File: config.mk
export PLATFORM = sky130hd
export DESIGN_NAME = carry_bypass_adder
export DESIGN_NICKNAME = d
export VERILOG_FILES = /design/src/rtl/cba_pkg.sv /design/src/rtl/cba_bit_pg.sv /design/src/rtl/cba_section.sv /design/src/rtl/carry_bypass_adder.sv
export SDC_FILE = /design/constraint.sdc
export NUM_CORES = 1
export LEC_CHECK = 0
export ABC_CLOCK_PERIOD_IN_PS = 6700
export BUFFER_PORTS_ARGS = -buffer_cell sky130_fd_sc_hd__buf_2
export CAP_MARGIN = 20
export CORE_MARGIN = 1
export CORE_UTILIZATION = 35
export DETAILED_ROUTE_END_ITERATION = 10
export PLACE_DENSITY_LB_ADDON = 0.15
export SLEW_MARGIN = 5
export SYNTH_ARGS = -nofsm -noshare
export SYNTH_HDL_FRONTEND = slang
export SYNTH_HIERARCHICAL = 1
export SYNTH_SLANG_ARGS = --single-unit
File: constraint.sdc
create_clock -name vclk -period 6.7
set_input_delay 0.335 -clock vclk [all_inputs]
set_output_delay 0.335 -clock vclk [all_outputs]
set_load 0.1 [all_outputs]
File: src/rtl/cba_pkg.sv
package cba_pkg;
  localparam int unsigned SEC_W = 4;

  typedef struct packed {
    logic g;
    logic p;
  } pg_t;
endpackage

File: src/rtl/cba_bit_pg.sv
module cba_bit_pg
  import cba_pkg::*;
(
  input  logic a_i,
  input  logic b_i,
  output pg_t  pg_o
);
  always_comb begin
    pg_o.g = a_i & b_i;
    pg_o.p = a_i | b_i;  // inclusive OR keeps the bypass a pure factoring
  end
endmodule

File: src/rtl/cba_section.sv
module cba_section
  import cba_pkg::*;
#(
  parameter int unsigned W = SEC_W
) (
  input  logic [W-1:0] a_i,
  input  logic [W-1:0] b_i,
  input  logic         cin_i,
  output logic [W-1:0] sum_o,
  output logic         cout_o
);
  pg_t [W-1:0] pg;
  logic [W:0]  rc;
  logic        grp_g;
  logic        grp_p;

  for (genvar i = 0; i < W; i++) begin : gen_bit
    cba_bit_pg u_pg (
      .a_i  (a_i[i]),
      .b_i  (b_i[i]),
      .pg_o (pg[i])
    );
  end

  // internal ripple and sums
  always_comb begin
    rc[0] = cin_i;
    for (int i = 0; i < W; i++) begin
      rc[i+1]  = pg[i].g | (pg[i].p & rc[i]);
      sum_o[i] = a_i[i] ^ b_i[i] ^ rc[i];
    end
  end

  // group terms, nested form of g3 | p3 g2 | p3 p2 g1 | p3 p2 p1 g0
  always_comb begin
    grp_g = 1'b0;
    grp_p = 1'b1;
    for (int i = 0; i < W; i++) begin
      grp_g = pg[i].g | (pg[i].p & grp_g);
      grp_p = grp_p & pg[i].p;
    end
  end

  assign cout_o = grp_g | (grp_p & cin_i);

  always_comb begin
    assert_bypass_match_R6: assert (cout_o == rc[W])
      else $error("bypass carry differs from ripple carry");
    assert_grp_gen_R6: assert (!grp_g || rc[W])
      else $error("group generate without ripple carry");
    assert_grp_prop_R5: assert (!(grp_p && cin_i) || cout_o)
      else $error("propagating section dropped carry");
    assert_no_carry_R8: assert (grp_g || grp_p || !cout_o)
      else $error("killed section sent carry");
    assert_sec_sum_R7: assert ({rc[W], sum_o} == ({1'b0, a_i} + {1'b0, b_i} + {{W{1'b0}}, cin_i}))
      else $error("section sum wrong");
  end
endmodule

File: src/rtl/carry_bypass_adder.sv
module carry_bypass_adder
  import cba_pkg::*;
#(
  parameter int unsigned WIDTH = 28
) (
  input  logic [WIDTH-1:0] a_i,
  input  logic [WIDTH-1:0] b_i,
  input  logic             cin_i,
  output logic [WIDTH-1:0] sum_o,
  output logic             cout_o
);
  localparam int unsigned NSEC = WIDTH / SEC_W;

  for (genvar s = 0; s < NSEC; s++) begin : gen_sec
    logic ci;
    logic co;
    if (s == 0) begin : gen_first
      assign ci = cin_i;
    end else begin : gen_next
      assign ci = gen_sec[s-1].co;
    end
    cba_section #(.W(SEC_W)) u_sec (
      .a_i    (a_i[s*SEC_W +: SEC_W]),
      .b_i    (b_i[s*SEC_W +: SEC_W]),
      .cin_i  (ci),
      .sum_o  (sum_o[s*SEC_W +: SEC_W]),
      .cout_o (co)
    );
  end

  assign cout_o = gen_sec[NSEC-1].co;

  logic [WIDTH:0] full_sum;
  always_comb begin
    full_sum = {1'b0, a_i} + {1'b0, b_i} + {{WIDTH{1'b0}}, cin_i};
    assert_total_R1: assert (sum_o == full_sum[WIDTH-1:0])
      else $error("sum bits wrong");
    assert_cout_R2: assert (cout_o == full_sum[WIDTH])
      else $error("carry-out wrong");
  end
endmodule

* After elaboration in Yosys (flattened, before gate mapping) *
Cells that the tools add are included.

storage, ports and cells
  output and inout port bits = 29
  logic and storage cells = 231
  memories = 0
  input port bits = 57
  bits in registers = 0
  bits in latches = 0
  RAM bits = 0
  bits in read-only memories = 0

cells by class
  shifts and indexed selects = 0
  multiply operators = 0
  bitwise operators = 231
  order comparisons = 0
  $add $sub $neg = 0
  multiplexer cells = 0
  div/mod/pow operators = 0
  equal/unequal tests = 0
  reduce and logical (&&, ||, !) cells = 0

operators by type and width
  operator       count
  $and A1 B1 Y1  98
  $or A1 B1 Y1   77
  $xor A1 B1 Y1  56

* Longest topological paths before layout *
  word-level depth = 25
  depth in mapped cells = 22
  depth with buffers taken out = 22

* Hierarchy *
The synthesis kept the hierarchy.

by module, submodules not included
  module       cells each  area each (sq um)  sequential area each (sq um)  instances
  cba_section  13          106.4              0.0                           7
  cba_bit_pg   2           13.8               0.0                           28

* Worst setup path after synthesis *
OpenSTA, ideal clock, no wires.

  path kind = input port to output port
  start point = input b_i[0]
  end point = output sum_o[27]
  data required time = 6.365 ns
  cell stages on the path = 22
  arrival = 6.220 ns
  setup slack = 0.145 ns
  path buffers = 0
  path through = or2_1 -> a21o_1 -> a31o_1 -> a21o_1 -> a21o_1 -> a31o_1 -> a21o_1 -> a21o_1 -> a31o_1 -> a21o_1 -> a21o_1 -> a31o_1 -> a21o_1 -> a21o_1 -> a31o_1 -> a21o_1 -> a21o_1 -> a31o_1 -> a21o_1 -> a21o_1 -> a31o_1 -> xnor2_1

on the way
  cells in the longest elaborated chain, start to end = 25
  elaborated cells on any way between the ends = 30
  those cells by class = bitwise (30)

ends and longest elaborated chain
  item               line                      text
  start, declared    carry_bypass_adder.sv:7   input logic [WIDTH-1:0] b_i,
  $and A1 B1 Y1      cba_bit_pg.sv:9           pg_o.g = a_i & b_i;
  $and A1 B1 Y1      cba_section.sv:39         grp_g = pg[i].g | (pg[i].p & grp_g);
  $or A1 B1 Y1       cba_section.sv:39
  $and A1 B1 Y1      cba_section.sv:39
  $or A1 B1 Y1       cba_section.sv:39
  $and A1 B1 Y1      cba_section.sv:39
  $or A1 B1 Y1       cba_section.sv:39
  $or A1 B1 Y1 *     cba_section.sv:44         assign cout_o = grp_g | (grp_p & cin_i);
  net gen_sec[0].co  carry_bypass_adder.sv:16  logic co;
  [2 not listed]     -
  net gen_sec[1].co  carry_bypass_adder.sv:16
  [2 not listed]     -
  net gen_sec[2].co  carry_bypass_adder.sv:16
  [2 not listed]     -
  net gen_sec[3].co  carry_bypass_adder.sv:16
  [2 not listed]     -
  net gen_sec[4].co  carry_bypass_adder.sv:16
  [2 not listed]     -
  net gen_sec[5].co  carry_bypass_adder.sv:16
  $and A1 B1 Y1 *    cba_section.sv:29         rc[i+1] = pg[i].g | (pg[i].p & rc[i]);
  $or A1 B1 Y1 *     cba_section.sv:29
  $and A1 B1 Y1 *    cba_section.sv:29
  $or A1 B1 Y1 *     cba_section.sv:29
  $and A1 B1 Y1 *    cba_section.sv:29
  $or A1 B1 Y1 *     cba_section.sv:29
  $xor A1 B1 Y1 *    cba_section.sv:30         sum_o[i] = a_i[i] ^ b_i[i] ^ rc[i];
  end, declared      carry_bypass_adder.sv:9   output logic [WIDTH-1:0] sum_o,

The timed path passes the listed nets; every way through them passes the cells marked *.

==> qor.txt <==
dominant cell by count in the synthesized netlist - xnor2_1
Max Slew Vio Count - 0
Mapped Avg Cell Area - 7.69 um2
run status - finished, final reports clean
total power draw - 0.434 mW
Pwr per Cell Area - 269 nW/um2
post-layout min period - 5.85 ns
crit-path max cell delay - 0.44 ns
largest net degree at the start of global routing - 4
sequential cell area - 0 um2
Filler cells - 316
vias - 1190
CP startpoint - b_i[0]
gpl congestion - 0.711
Slowest-stage cell, CP - buf_2
Commonest cells post-synth - xnor2_1 (49), and2_2 (28), or2_1 (28)
Lkg Pwr - 0.788 nW
crit end category - output pin
crit path buf inv count - 2
CORE AREA - 3050 um2
Final Hold Viols - 0
initial antenna violation count - 0
Crit Path Class - in2out
syn_nets - 204
Setup TNS - 0 ns
Post-CTS Setup Bufs - 0
Crit Path Max Fanout - 3
Syn. warnings - 6
Post-Syn Area - 1130 um2
Synth area leader - xnor2_1
first-pass GRT wire length - 3730 um
row count - 20
Critical Path RT - 6.36 ns
number of gates resized after CTS - 0
vias in the first global route - 1044
Max-cap violations - 0
total global routing track utilization - 12.8%
FFs & Latches - 0
die width - 58.8 um
Worst Hold End - sum_o[0]
worst hold start - cin_i
overflow left after global routing - 0
quantity of hold-fixing buffers added after cts - 0
Ports - 86
# clk buffers - 0
Initial Util - 37.0%
die area - 3460 um2
post-DR wirelength/cell - 8.12 um
Max-slew headroom - 66.6%
Peak Freq - 171 MHz
Area Overhead vs Synth - 43.0%
Routed Antenna Nets - 0
Total Wirelength - 2250 um
Post-Synthesis Cells - 147
Setup-failing EPs final - 0
post-synthesis sequential area ratio - 0%
crit path launch type - input port
Initial DRT Pass Iterations - 4
Vert. Die Dim - 58.8 um
top cells by area, synth - xnor2_1 (38%), and2_2 (19%), or2_1 (16%)
VDD IR max - 0.000136 V
DRT iter0 DRCs - 25
Final period util - 87.3%
# port buffers - 86
Worst EP arrival - 5.52 ns
critical-path cell list - buf_2, or2_1, a21o_1, a31o_1, a21o_1, a21o_1, a31o_1, a21o_1, a21o_1, a31o_1, a21o_1, a21o_1, a31o_1, a21o_1, a21o_1, a31o_1, a21o_1, a21o_1, a31o_1, a21o_1, a21o_1, a31o_1, xnor2_1, buf_2
Final #Nets - 292
hold path depth - 3
Detailed Place HPWL - 2110 um
Worst Tran Pin Value - 0.504 ns
Hold WC Path Type - in2out
share of layout cells above drive strength 1 - 48.9%
CP delay by family, top - compound AO/OA/AOI/OAI gates
most frequent CP cell - a21o_1
post-route DRC violation count - 0
unrepaired setup endpoints after global routing - no
DR vias/cell - 4.30
Synth top area share - 38.0%
synth unique cells - 7
ANT cells - 0
[layout by cell type, fill, tap and decap left out]
cell / netlist / routed
buf_2: 0 / 86
a21oi_1: 7 / 7
or2_1: 28 / 28
a21o_1: 21 / 21
xnor2_1: 49 / 49
and2_2: 28 / 28
xor2_1: 7 / 7
a31o_1: 7 / 7
[power breakdown]
part | leakage [nW] | internal [mW] | switching (mW)
registers | 0 | 0 | 0
clock network | 0 | 0 | 0
logic | 0.788 | 0.0922 | 0.342
total | 0.788 | 0.0922 | 0.342
[stage by stage]
step                      instance area [um2]  hold slack, ns  worst slack [ns]  utilization [%]  instances
final                                    1620            1.11             0.849             52.9        277
after global routing                     1620            1.12             0.552             52.9        277
after CTS                                1620            1.12             0.795             52.9        277
after detailed placement                 1620            1.12             0.814             52.9        277
after global placement                   1620            1.11             0.877             52.9        277
after floorplan                          1130            1.24             0.145                -        147
[how the worst max path moves through the flow]
stage                end  slack (ns)  depth (start not counted)
2_1_floorplan  sum_o[27]        0.14                         22
5_1_grt        sum_o[27]        0.55                         24
3_5_place_dp   sum_o[27]        0.81                         24
3_3_place_gp   sum_o[27]        0.88                         24
6_report       sum_o[27]        0.85                         24
4_1_cts        sum_o[27]        0.80                         24
[cell families (layout without fill, tap and decap cells)]
family | after synthesis | in the layout | share of synthesized area, %
AND/OR/NAND/NOR | 56 | 56 | 34.1
XOR/XNOR | 56 | 56 | 43.4
AO/OA/AOI/OAI | 35 | 35 | 22.5
buffers and inverters | 0 | 86 | 0
[layout make-up]
class                           count  area [um2]  share of cell area [%]
Multi-Input combinational cell    147        1130                    69.9
Tap cell                           44        55.1                    3.41
Timing Repair Buffer               86         430                    26.6
[layer usage]
| metal | wire length, um | up-vias | GRT usage [%] |
|---|---|---|---|
| li1 | - | 656 | - |
| met5 | 0 | - | 0 |
| met1 | 1020 | 480 | 16.0 |
| met3 | 285 | 0 | 3.30 |
| met4 | 0 | 0 | 0 |
| met2 | 946 | 54 | 23.4 |
Power figures use the tool's default switching activity.
